[src/rtl/rx_err_pkg.sv]
package rx_err_pkg;
    localparam int SUB_W      = 24;
    localparam int NUM_EV     = 8;
    localparam int NUM_IRQ    = 2;
    localparam int NUM_STICKY = 3;
    localparam int SEL_W      = 2;

    localparam int EV_UNLOCK   = 0;
    localparam int EV_PARITY   = 1;
    localparam int EV_BIPHASE  = 2;
    localparam int EV_FRAMELEN = 3;
    localparam int EV_NONAUDIO = 4;
    localparam int EV_CSCHG    = 5;
    localparam int EV_QNEW     = 6;
    localparam int EV_EMPH     = 7;

    localparam int ST_PAR = 0;
    localparam int ST_CS  = 1;
    localparam int ST_Q   = 2;

    typedef struct packed {
        logic             chan;
        logic [SUB_W-1:0] data;
    } sub_t;

    typedef enum logic [1:0] {
        SUB_PASS   = 2'd0,
        SUB_REPEAT = 2'd1,
        SUB_ZERO   = 2'd2
    } sub_act_e;

    function automatic int unsigned hold_len(input logic [SEL_W-1:0] sel,
                                             input int unsigned base);
        return base << sel;
    endfunction
endpackage

[src/rtl/rx_sub_hold.sv]
module rx_sub_hold
    import rx_err_pkg::*;
(
    input  logic clk,
    input  logic rst,
    input  logic in_valid,
    input  sub_t sub_in,
    input  logic err_par,
    input  logic err_bip,
    input  logic err_flen,
    input  logic unlock,
    output logic out_valid,
    output sub_t sub_out
);
    logic [SUB_W-1:0] last_q [2];
    sub_act_e         act;
    logic             any_err;

    assign any_err = err_par | err_bip | err_flen;

    always_comb begin
        if (unlock)       act = SUB_ZERO;
        else if (any_err) act = SUB_REPEAT;
        else              act = SUB_PASS;
    end

    always_ff @(posedge clk) begin
        if (rst) begin
            out_valid <= 1'b0;
            sub_out   <= '0;
            last_q[0] <= '0;
            last_q[1] <= '0;
        end else begin
            out_valid <= in_valid;
            if (in_valid) begin
                sub_out.chan <= sub_in.chan;
                unique case (act)
                    SUB_ZERO:   sub_out.data <= '0;
                    SUB_REPEAT: sub_out.data <= last_q[sub_in.chan];
                    default: begin
                        sub_out.data         <= sub_in.data;
                        last_q[sub_in.chan]  <= sub_in.data;
                    end
                endcase
            end
        end
    end

    AST_CLEAN_PASS: assert property (@(posedge clk) disable iff (rst)
        (in_valid && !unlock && !any_err) |=> (out_valid && sub_out.data == $past(sub_in.data)));
    AST_UNLOCK_ZERO: assert property (@(posedge clk) disable iff (rst)
        (in_valid && unlock) |=> (out_valid && sub_out.data == '0));
    AST_CHAN_FOLLOW: assert property (@(posedge clk) disable iff (rst)
        in_valid |=> (sub_out.chan == $past(sub_in.chan)));
endmodule

[src/rtl/rx_status_keep.sv]
module rx_status_keep
    import rx_err_pkg::*;
#(
    parameter int CS_W = 40
) (
    input  logic                  clk,
    input  logic                  rst,
    input  logic [NUM_STICKY-1:0] set_vec,
    input  logic                  rd,
    input  logic                  unlock,
    input  logic                  cs_load,
    input  logic [CS_W-1:0]       cs_in,
    output logic [NUM_STICKY-1:0] st_q,
    output logic [CS_W-1:0]       cs_q
);
    always_ff @(posedge clk) begin
        if (rst) begin
            st_q <= '0;
            cs_q <= '0;
        end else begin
            st_q <= set_vec | (st_q & {NUM_STICKY{~rd}});
            if (cs_load && !unlock) cs_q <= cs_in;
        end
    end

    AST_STICKY_KEEP: assert property (@(posedge clk) disable iff (rst)
        !rd |=> ((st_q & $past(st_q)) == $past(st_q)));
    AST_STICKY_SET: assert property (@(posedge clk) disable iff (rst)
        (set_vec != '0) |=> ((st_q & $past(set_vec)) == $past(set_vec)));
    AST_CS_FROZEN: assert property (@(posedge clk) disable iff (rst)
        unlock |=> $stable(cs_q));
endmodule

[src/rtl/rx_irq_gen.sv]
module rx_irq_gen
    import rx_err_pkg::*;
#(
    parameter int HOLD_BASE = 512
) (
    input  logic              clk,
    input  logic              rst,
    input  logic [NUM_EV-1:0] ev_vec,
    input  logic [NUM_EV-1:0] mask,
    input  logic [SEL_W-1:0]  hold_sel,
    input  logic              lrck_tick,
    output logic              irq
);
    localparam int MAX_HOLD = HOLD_BASE << ((1 << SEL_W) - 1);
    localparam int CNT_W    = $clog2(MAX_HOLD + 1);

    logic [CNT_W-1:0] cnt_q;
    logic             hit;

    assign hit = |(ev_vec & ~mask);

    always_ff @(posedge clk) begin
        if (rst)                          cnt_q <= '0;
        else if (hit)                     cnt_q <= CNT_W'(hold_len(hold_sel, HOLD_BASE));
        else if (lrck_tick && cnt_q != 0) cnt_q <= cnt_q - 1'b1;
    end

    assign irq = (cnt_q != '0);

    AST_EVENT_RAISES: assert property (@(posedge clk) disable iff (rst)
        hit |=> irq);
    AST_NO_SPURIOUS: assert property (@(posedge clk) disable iff (rst)
        (!irq && !hit) |=> !irq);
    AST_HOLD_NO_TICK: assert property (@(posedge clk) disable iff (rst)
        (irq && !lrck_tick) |=> irq);
endmodule

[src/rtl/rx_err_irq.sv]
module rx_err_irq
    import rx_err_pkg::*;
#(
    parameter int CS_W      = 40,
    parameter int HOLD_BASE = 512
) (
    input  logic                  clk,
    input  logic                  rst,
    input  logic                  sub_valid,
    input  logic                  sub_chan,
    input  logic [SUB_W-1:0]      sub_data,
    input  logic                  err_parity,
    input  logic                  err_biphase,
    input  logic                  err_framelen,
    input  logic                  unlock,
    input  logic                  ev_nonaudio,
    input  logic                  ev_cs_chg,
    input  logic                  ev_q_new,
    input  logic                  ev_emph_chg,
    input  logic                  lrck_tick,
    input  logic                  stat_rd,
    input  logic                  cs_load,
    input  logic [CS_W-1:0]       cs_in,
    input  logic [NUM_EV-1:0]     mask0,
    input  logic [NUM_EV-1:0]     mask1,
    input  logic [SEL_W-1:0]      hold0_sel,
    input  logic [SEL_W-1:0]      hold1_sel,
    output logic                  out_valid,
    output logic                  out_chan,
    output logic [SUB_W-1:0]      out_data,
    output logic [NUM_STICKY-1:0] st_flags,
    output logic [CS_W-1:0]       cs_kept,
    output logic                  irq0,
    output logic                  irq1
);
    sub_t                  sub_in, sub_out;
    logic [NUM_EV-1:0]     ev_vec;
    logic [NUM_STICKY-1:0] sticky_set;
    logic [NUM_EV-1:0]     mask_a [NUM_IRQ];
    logic [SEL_W-1:0]      sel_a  [NUM_IRQ];
    logic [NUM_IRQ-1:0]    irq_v;

    assign sub_in.chan = sub_chan;
    assign sub_in.data = sub_data;

    always_comb begin
        ev_vec              = '0;
        ev_vec[EV_UNLOCK]   = unlock;
        ev_vec[EV_PARITY]   = sub_valid & err_parity;
        ev_vec[EV_BIPHASE]  = sub_valid & err_biphase;
        ev_vec[EV_FRAMELEN] = sub_valid & err_framelen;
        ev_vec[EV_NONAUDIO] = ev_nonaudio;
        ev_vec[EV_CSCHG]    = ev_cs_chg;
        ev_vec[EV_QNEW]     = ev_q_new;
        ev_vec[EV_EMPH]     = ev_emph_chg;
    end

    always_comb begin
        sticky_set         = '0;
        sticky_set[ST_PAR] = ev_vec[EV_PARITY];
        sticky_set[ST_CS]  = ev_vec[EV_CSCHG];
        sticky_set[ST_Q]   = ev_vec[EV_QNEW];
    end

    rx_sub_hold u_hold (
        .clk       (clk),
        .rst       (rst),
        .in_valid  (sub_valid),
        .sub_in    (sub_in),
        .err_par   (err_parity),
        .err_bip   (err_biphase),
        .err_flen  (err_framelen),
        .unlock    (unlock),
        .out_valid (out_valid),
        .sub_out   (sub_out)
    );

    assign out_chan = sub_out.chan;
    assign out_data = sub_out.data;

    rx_status_keep #(.CS_W(CS_W)) u_stat (
        .clk     (clk),
        .rst     (rst),
        .set_vec (sticky_set),
        .rd      (stat_rd),
        .unlock  (unlock),
        .cs_load (cs_load),
        .cs_in   (cs_in),
        .st_q    (st_flags),
        .cs_q    (cs_kept)
    );

    assign mask_a[0] = mask0;
    assign mask_a[1] = mask1;
    assign sel_a[0]  = hold0_sel;
    assign sel_a[1]  = hold1_sel;

    for (genvar p = 0; p < NUM_IRQ; p++) begin : g_pin
        rx_irq_gen #(.HOLD_BASE(HOLD_BASE)) u_irq (
            .clk       (clk),
            .rst       (rst),
            .ev_vec    (ev_vec),
            .mask      (mask_a[p]),
            .hold_sel  (sel_a[p]),
            .lrck_tick (lrck_tick),
            .irq       (irq_v[p])
        );
    end

    assign irq0 = irq_v[0];
    assign irq1 = irq_v[1];
endmodule

[config.mk]
export PLATFORM = sky130hd
export DESIGN_NAME = rx_err_irq
export DESIGN_NICKNAME = d
export VERILOG_FILES = /design/src/rtl/rx_err_pkg.sv /design/src/rtl/rx_sub_hold.sv /design/src/rtl/rx_status_keep.sv /design/src/rtl/rx_irq_gen.sv /design/src/rtl/rx_err_irq.sv
export SDC_FILE = /design/constraint.sdc
export NUM_CORES = 1
export LEC_CHECK = 0
export ABC_CLOCK_PERIOD_IN_PS = 2700
export CAP_MARGIN = 20
export CELL_PAD_IN_SITES_DETAIL_PLACEMENT = 1
export CELL_PAD_IN_SITES_GLOBAL_PLACEMENT = 2
export CORE_ASPECT_RATIO = 0.75
export CORE_MARGIN = 8
export CORE_UTILIZATION = 31
export CTS_CLUSTER_DIAMETER = 50
export CTS_CLUSTER_SIZE = 30
export DETAILED_ROUTE_END_ITERATION = 8
export PLACE_DENSITY_LB_ADDON = 0.12
export SYNTH_ARGS = -nofsm -noshare
export SYNTH_HDL_FRONTEND = slang
export SYNTH_HIERARCHICAL = 1
export SYNTH_SLANG_ARGS = --single-unit
[constraint.sdc]
create_clock -name clk -period 2.7 [get_ports clk]
set_clock_uncertainty 0.2 [all_clocks]
set_input_delay 0.27 -clock clk [delete_from_list [all_inputs] [get_ports clk]]
set_output_delay 0.27 -clock clk [all_outputs]
set_load 0.01 [all_outputs]
==> results of run 1 <==
[sequential cells by signal (all words and copies together) (netlist names)]
| register | cells |
|---|---|
| u_stat/st_q | 3 |
| u_stat/cs_q | 40 |
| u_hold/last_q | 48 |
| g_pin.u_irq/cnt_q | 26 |
| u_hold/out_valid | 1 |
| u_hold/sub_out | 25 |
[layer usage]
layer	up-vias	share of wire (%)	GRT usage (%)	wire length, um
met5	-	0.20	0	46
met1	2847	44	19.6	9890
met4	8	1.5	4.53	346
met3	29	6.6	6.18	1490
li1	2827	-	-	-
met2	128	48	26.3	10900
[kinds of logic after synthesis]
kind of cell             after synthesis
AO/OA/AOI/OAI                        121
adder cells (fa/ha/maj)                4
buffers and inverters                 63
flip-flops                           143
multiplexers                          37
AND/OR/NAND/NOR                      309
[synth_stat cells, types with 3 or more instances]
cell / instances
a311oi_1: 26
or3_1: 3
nor4_4: 6
and2_1: 55
nand4_1: 12
nor2b_1: 16
inv_1: 12
a21oi_1: 25
o31ai_1: 4
nand4b_1: 6
or2_2: 4
ha_1: 4
nand3_1: 4
a2111oi_2: 4
nand3b_1: 24
buf_6: 7
o21ai_1: 40
nor3b_1: 4
dfxtp_1: 95
mux2_2: 24
buf_2: 21
a211oi_1: 4
or4_1: 6
nand2_1: 34
o21ai_0: 6
mux2i_1: 13
nand4bb_1: 40
nand2b_1: 50
nor2_1: 37
clkbuf_1: 15
clkbuf_2: 4
edfxtp_1: 48
[critical path, stage by stage, from the launching register on]
cell and delay [ns]:
dfxtp_1 0.32, inv_1 0.10, ha_1 0.15, nor3b_4 0.26, and4b_4 0.29, nand2_1 0.06
clkdlybuf4s50_1 0.51
[final cells by class]
cell class	instances	area (sq um)	area share, %
Clock buffer	20	489	5.00
Inverter	14	52.6	0.537
Clock inverter	12	130	1.33
Timing Repair Buffer	203	1950	19.9
Sequential cell	143	3340	34.2
Multi-Input combinational cell	471	3440	35.2
Tap cell	300	375	3.84
[through the flow]
stage / total power [W] / hold WS, ns
after floorplan: 0.00292 / 0.138
after global placement: 0.00335 / 0.252
after detailed placement: 0.00338 / 0.257
after CTS: 0.00588 / 0.0157
after global routing: 0.00607 / 0.0379
final: 0.00582 / 0.0359
[path summary, 6_finish.rpt]
check / from / endpoint
worst max-delay path: g_pin[0].u_irq/cnt_q[0]$_SDFFE_PP0P_ / irq0
worst min-delay path: rst / u_stat/st_q[0]$_SDFF_PP0_
worst max register to register: g_pin[0].u_irq/cnt_q[0]$_SDFFE_PP0P_ / g_pin[0].u_irq/cnt_q[9]$_SDFFE_PP0P_
worst min register to register: u_stat/cs_q[23]$_SDFFE_PP0P_ / u_stat/cs_q[23]$_SDFFE_PP0P_
[power by group through the flow]
stage | combinational [W] | sequential (W) | clock (W)
finish | 0.000954 | 0.00240 | 0.00246
global route | 0.00103 | 0.00241 | 0.00263
CTS | 0.000936 | 0.00240 | 0.00254
detailed placement | 0.000929 | 0.00245 | 0
global placement | 0.000907 | 0.00244 | 0
floorplan | 0.000465 | 0.00246 | 0
[timing repair]
item / CTS / global route
buffers inserted: 0 / 6
setup endpoints to repair: 2 / 2
gates resized for setup: 2 / 2
pin swaps: 0 / 1
gates cloned: 0 / 0
hold endpoints to repair: 0 / 0
==> out/metrics.cfg, run 1 <==
[synthesis]
synth_mux_area_share_pct=5.65
netlist_area_sq_um=7090
yosys.cell_types.count=45
synth_compound_area_share_pct=11.6
synth_fa_ha_area_share_pct=0.706
synth_flop_cell=dfxtp_1
async_flop_share_pct=0
synth_nets=780
yosys_register_bits=143
synth.area.top_cells=dfxtp_1 27%, edfxtp_1 20%, nand4bb_1 6.4%, and2_1 4.9%, nand2b_1 4.4%
yosys.area_share.simple_pct=30.4
synth_xor_area_share_pct=0
synth-warning-count=6
yosys.area.top_type=dfxtp_1
synth_cells=677
synth_enable_flop_cells=48
ys_seq_area_share_pct=47.2
synth_top_family_by_area=simple AND/OR/NAND/NOR gates
syn_avg_cell_area_sq_um=10.5
synth_top_area_share_pct=26.8

[setup_path]
worstPathMaxFanout=3
reg2reg_depth=7
cp-end-kind=output port
cp.arrival_ns=2.11
rrSetupSlack_ns=0.48
startpoint_type=flip-flop
critPathKind=flip-flop to output port
required_ns=2.23

[min_path]
min_path_cells=2
hold_class=input port to flip-flop

[sta]
rsz0062_at_grt=no
period_needed_ns=2.58
hold_viol_final=0
slew_viol_final=0
worst_pin_slew_ns=0.557
tns_ns=0
fin_crit_sh_pct=95.7
max_slew_margin_pct=62.9
max_freq_mhz=387
setup_viol=0
finalWorstSetupSlack_ns=0.116

[drt]
wl_per_cell_um=19.5
routed_wl_um=22700
vias_per_cell=5.02
vias=5839
drc=0
drtIter0Drc=294
drt_first_pass_iters=4
ant_nets=0

[layout]
finalCoreUtilization_pct=43.1
fillCellCount=2502
final_cell_mix=166 x clkdlybuf4s50_1, 95 x dfxtp_1, 55 x and2_1, 50 x nand2b_1, 48 x edfxtp_1
final_layout_size_suffix_gt1_share_pct=13.6
design_area_sq_um=9780
final_common_cell=clkdlybuf4s50_1
final_nets=953
syn_to_final_growth_pct=38.1
insertedDiodeCount=0
stdcell_count=1163

[placement]
dp.cells=1125
gp_congestion=0.771
place_ws_ns=0.119
io_buffers=169
dpl.hpwl_um=16200
placed_area_sq_um=9090

[cts]
cts_root_buffer=clkbuf_16
numCtsBuffers=17
clock-sinks=143
cts-hold-fix-buffers=0
cts_max_path_buffers=2
h-tree-depth=4
clk_latency_ns=0.42
path_clk_slew_ns=0.06
cts_tree=yes

[power]
switchingPower_w=0.00147
ir_drop_mv=0.475
p_per_area_nw_per_um2=595
p_comb_share_pct=16.4
swShare_pct=25.3
p_leak_nw=3.43
clkPwrFrac_pct=42.3
p_seq_share_pct=41.3
power.internal_w=0.00434

[run]
drv_cap=0

[outcome]
outcome=finished, final reports clean

[die]
coreArea_sq_um=22700
start_util_pct=31.2
die_w_um=191
rows=48
pin_count=170
die_h_um=147
die_area_sq_um=28000

[global_routing]
grt.overflow.total=0
grt_pass1_vias=6337
track_usage_pct=16.2
grt_start_max_net_pins=106
grt_pass1_wl_um=35900
antenna_found_initial=4

(Power assumes the default switching activity.)
==> inputs of run 2 (changes only) <==
- HOLD_SLACK_MARGIN: unset -> 0.02
==> run 2 against run 1 <==
  * Power about the same
  * Critical path type unchanged
  * Clock-buffer cell count is the same
  * Die area unchanged
  * Clock power about the same
  * Sequential power is essentially flat
  * Critical path depth stayed put
  * Hold slack improved by 0.035 ns
  * Via count barely moved
  * Sequential share of layout area hardly changed
  * Wire length about the same
==> out/metrics.cfg, run 2 (same netlist as run 1, synthesis figures left out) <==
[outcome]
outcome=finished, final reports clean

[power]
clkPwrFrac_pct=42.3  ; about the same
switchingPower_w=0.00147  ; about the same
p_leak_nw=3.43  ; +0.12%
p_comb_share_pct=16.4  ; about the same
ir_drop_mv=0.475  ; unchanged
p_seq_share_pct=41.3  ; about the same
swShare_pct=25.3  ; about the same
power.internal_w=0.00434  ; about the same
p_per_area_nw_per_um2=594  ; about the same

[setup_path]
critical-path-max-stage-delay_ns=0.51  ; about the same
rr_endpoint=g_pin[0].u_irq/cnt_q[9]$_SDFFE_PP0P_
cp_num_buf_inv=2  ; unchanged
worstPathMaxFanout=3  ; unchanged
critPathKind=flip-flop to output port
rrSetupSlack_ns=0.48  ; about the same
cp_top_family=simple AND/OR/NAND/NOR gates
cp-end-kind=output port
cp.arrival_ns=2.11  ; about the same
path_depth=6  ; unchanged
reg2reg_depth=7  ; unchanged
crit_chain=inv_1 > ha_1 > nor3b_4 > and4b_4 > nand2_1 > clkdlybuf4s50_1
required_ns=2.23  ; about the same
timing.rr.start=g_pin[0].u_irq/cnt_q[0]$_SDFFE_PP0P_
cpMaxStageDelayCell=clkdlybuf4s50_1
startpoint_type=flip-flop

[global_routing]
grt_pass1_wl_um=35900  ; about the same
antenna_found_initial=4  ; unchanged
grt_start_max_net_pins=106  ; unchanged
track_usage_pct=16.2  ; about the same
grt.overflow.total=0  ; unchanged
grt_pass1_vias=6340  ; +0.047%

[drt]
vias=5844  ; +0.086%
top_layer=met5
routed_wl_um=22700  ; about the same
drt_first_pass_iters=4  ; unchanged
drc=0  ; unchanged
drtIter0Drc=290  ; -1.4%
dr_wl_met2_um=10900  ; about the same
dr_wl_met3_um=1500  ; +0.88%
wl_per_cell_um=19.5  ; about the same
ant_nets=0  ; unchanged
vias_per_cell=5.02  ; about the same
met1_length_um=9880  ; about the same

[placement]
gp_congestion=0.771  ; unchanged
dp.cells=1125  ; unchanged
io_buffers=169  ; unchanged
dpl.hpwl_um=16200  ; unchanged

[layout]
final_nets=954  ; +0.10%
largest_reg_flops=48  ; unchanged
reg_top3=u_hold/last_q: 48 flops, u_stat/cs_q: 40 flops, g_pin.u_irq/cnt_q: 26 flops
final_cell_mix=166 x clkdlybuf4s50_1, 95 x dfxtp_1, 55 x and2_1, 50 x nand2b_1, 48 x edfxtp_1
syn_to_final_growth_pct=38.2
final_common_cell=clkdlybuf4s50_1
finalCoreUtilization_pct=43.1  ; +0.044 points
multiInputGateArea_sq_um=3440  ; unchanged
regArea_sq_um=3340  ; unchanged
fillCellCount=2503  ; +0.040%
insertedDiodeCount=0  ; unchanged
stdcell_count=1164  ; +0.086%
final_layout_size_suffix_gt1_share_pct=13.5  ; -0.016 points
largest_register=u_hold/last_q

[die]
pin_count=170  ; unchanged
die_w_um=191  ; unchanged
start_util_pct=31.2  ; unchanged
rows=48  ; unchanged
die_h_um=147  ; unchanged
coreArea_sq_um=22700  ; unchanged
die_area_sq_um=28000  ; unchanged

[sta]
max_freq_mhz=387  ; about the same
slew_viol_final=0  ; unchanged
period_needed_ns=2.58  ; +0.0000240 ns
max_slew_margin_pct=62.9  ; about the same
hold_ws_ns=0.0710  ; +0.0351 ns
hold_viol_final=0  ; unchanged
fin_crit_sh_pct=95.7  ; about the same
rsz0062_at_grt=no
setup_viol=0  ; unchanged
tns_ns=0  ; unchanged
worst_pin_slew_ns=0.556  ; -0.000104 ns

[cts]
cts_max_path_buffers=2  ; unchanged
path_clk_slew_ns=0.06  ; about the same
cts_tree=yes
clock-sinks=143  ; unchanged
numCtsBuffers=17  ; unchanged
h-tree-depth=4  ; unchanged
clk_latency_ns=0.42  ; about the same
cts_root_buffer=clkbuf_16

[run]
drv_cap=0  ; unchanged

[min_path]
hold_class=input port to flip-flop
min_path_cells=3  ; +1
hold_end=u_hold/sub_out[14]$_SDFFE_PP0P_
min_from=sub_valid

[run 2: cell types whose count changed in the layout (fill, tap and decap cells not counted)]
cell | previous run | this run
dlygate4sd3_1 | 0 | 1
[run 2: power by group through the flow]
stage | clock network (W) | logic, W | registers, W
3_3_place_gp | 0 | 0.000907 | 0.00244
4_1_cts | 0.00254 | 0.000937 | 0.00240
5_1_grt | 0.00263 | 0.00103 | 0.00241
6_report | 0.00246 | 0.000955 | 0.00240
3_5_place_dp | 0 | 0.000929 | 0.00245
2_1_floorplan | 0 | 0.000465 | 0.00246
[run 2: worst register-to-register path, stage by stage, from the launching register on]
cell	delay (ns)
dfxtp_1	0.35
inv_1	0.08
ha_1	0.20
nor3b_4	0.16
and4b_4	0.21
buf_4	0.18
or4_1	0.47
a311oi_1	0.27
[run 2: repair_timing]
| action | 4_1_cts | 5_1_grt |
|---|---|---|
| resized for setup | 2 | 2 |
| hold buffers | 1 | 0 |
| setup buffers | 0 | 6 |
| hold endpoints to repair | 1 | 0 |
| endpoints found under the setup margin | 2 | 2 |
| pin swaps | 0 | 1 |
[run 2: per-stage QoR]
stage	power [W]	area [sq um]	worst slack [ns]
after floorplan	0.00292	7090	0.542
after global placement	0.00335	9090	0.203
after detailed placement	0.00338	9090	0.119
after CTS	0.00588	9730	0.00594
after global routing	0.00607	9790	0.00634
final	0.00582	9790	0.116
[run 2: how the worst max path moves through the flow]
stage	from	end	slack, ns
finish	g_pin[0].u_irq/cnt_q[0]$_SDFFE_PP0P_	irq0	0.12
global route	g_pin[1].u_irq/cnt_q[0]$_SDFFE_PP0P_	irq1	0.006
CTS	g_pin[0].u_irq/cnt_q[0]$_SDFFE_PP0P_	irq0	0.006
detailed placement	err_framelen	g_pin[0].u_irq/cnt_q[2]$_SDFFE_PP0P_	0.12
global placement	err_framelen	g_pin[0].u_irq/cnt_q[11]$_SDFFE_PP0P_	0.20
floorplan	err_biphase	u_hold/last_q[1][0]$_SDFFCE_PN0P_	0.54
[run 2: cell type report]
| class | count | share of cell area, % |
|---|---|---|
| well taps | 300 | 3.83 |
| inverters | 14 | 0.537 |
| clock buffers | 20 | 5.00 |
| flip-flops and latches | 143 | 34.1 |
| multi-input cells | 471 | 35.2 |
| clock inverters | 12 | 1.33 |
| repair buffers | 204 | 20.0 |
[run 2: per-layer routing]
layer  track usage [%]  up-vias
li1                  -     2829
met5                 0        -
met4              4.53        8
met1              19.6     2847
met2              26.3      131
met3              6.18       29
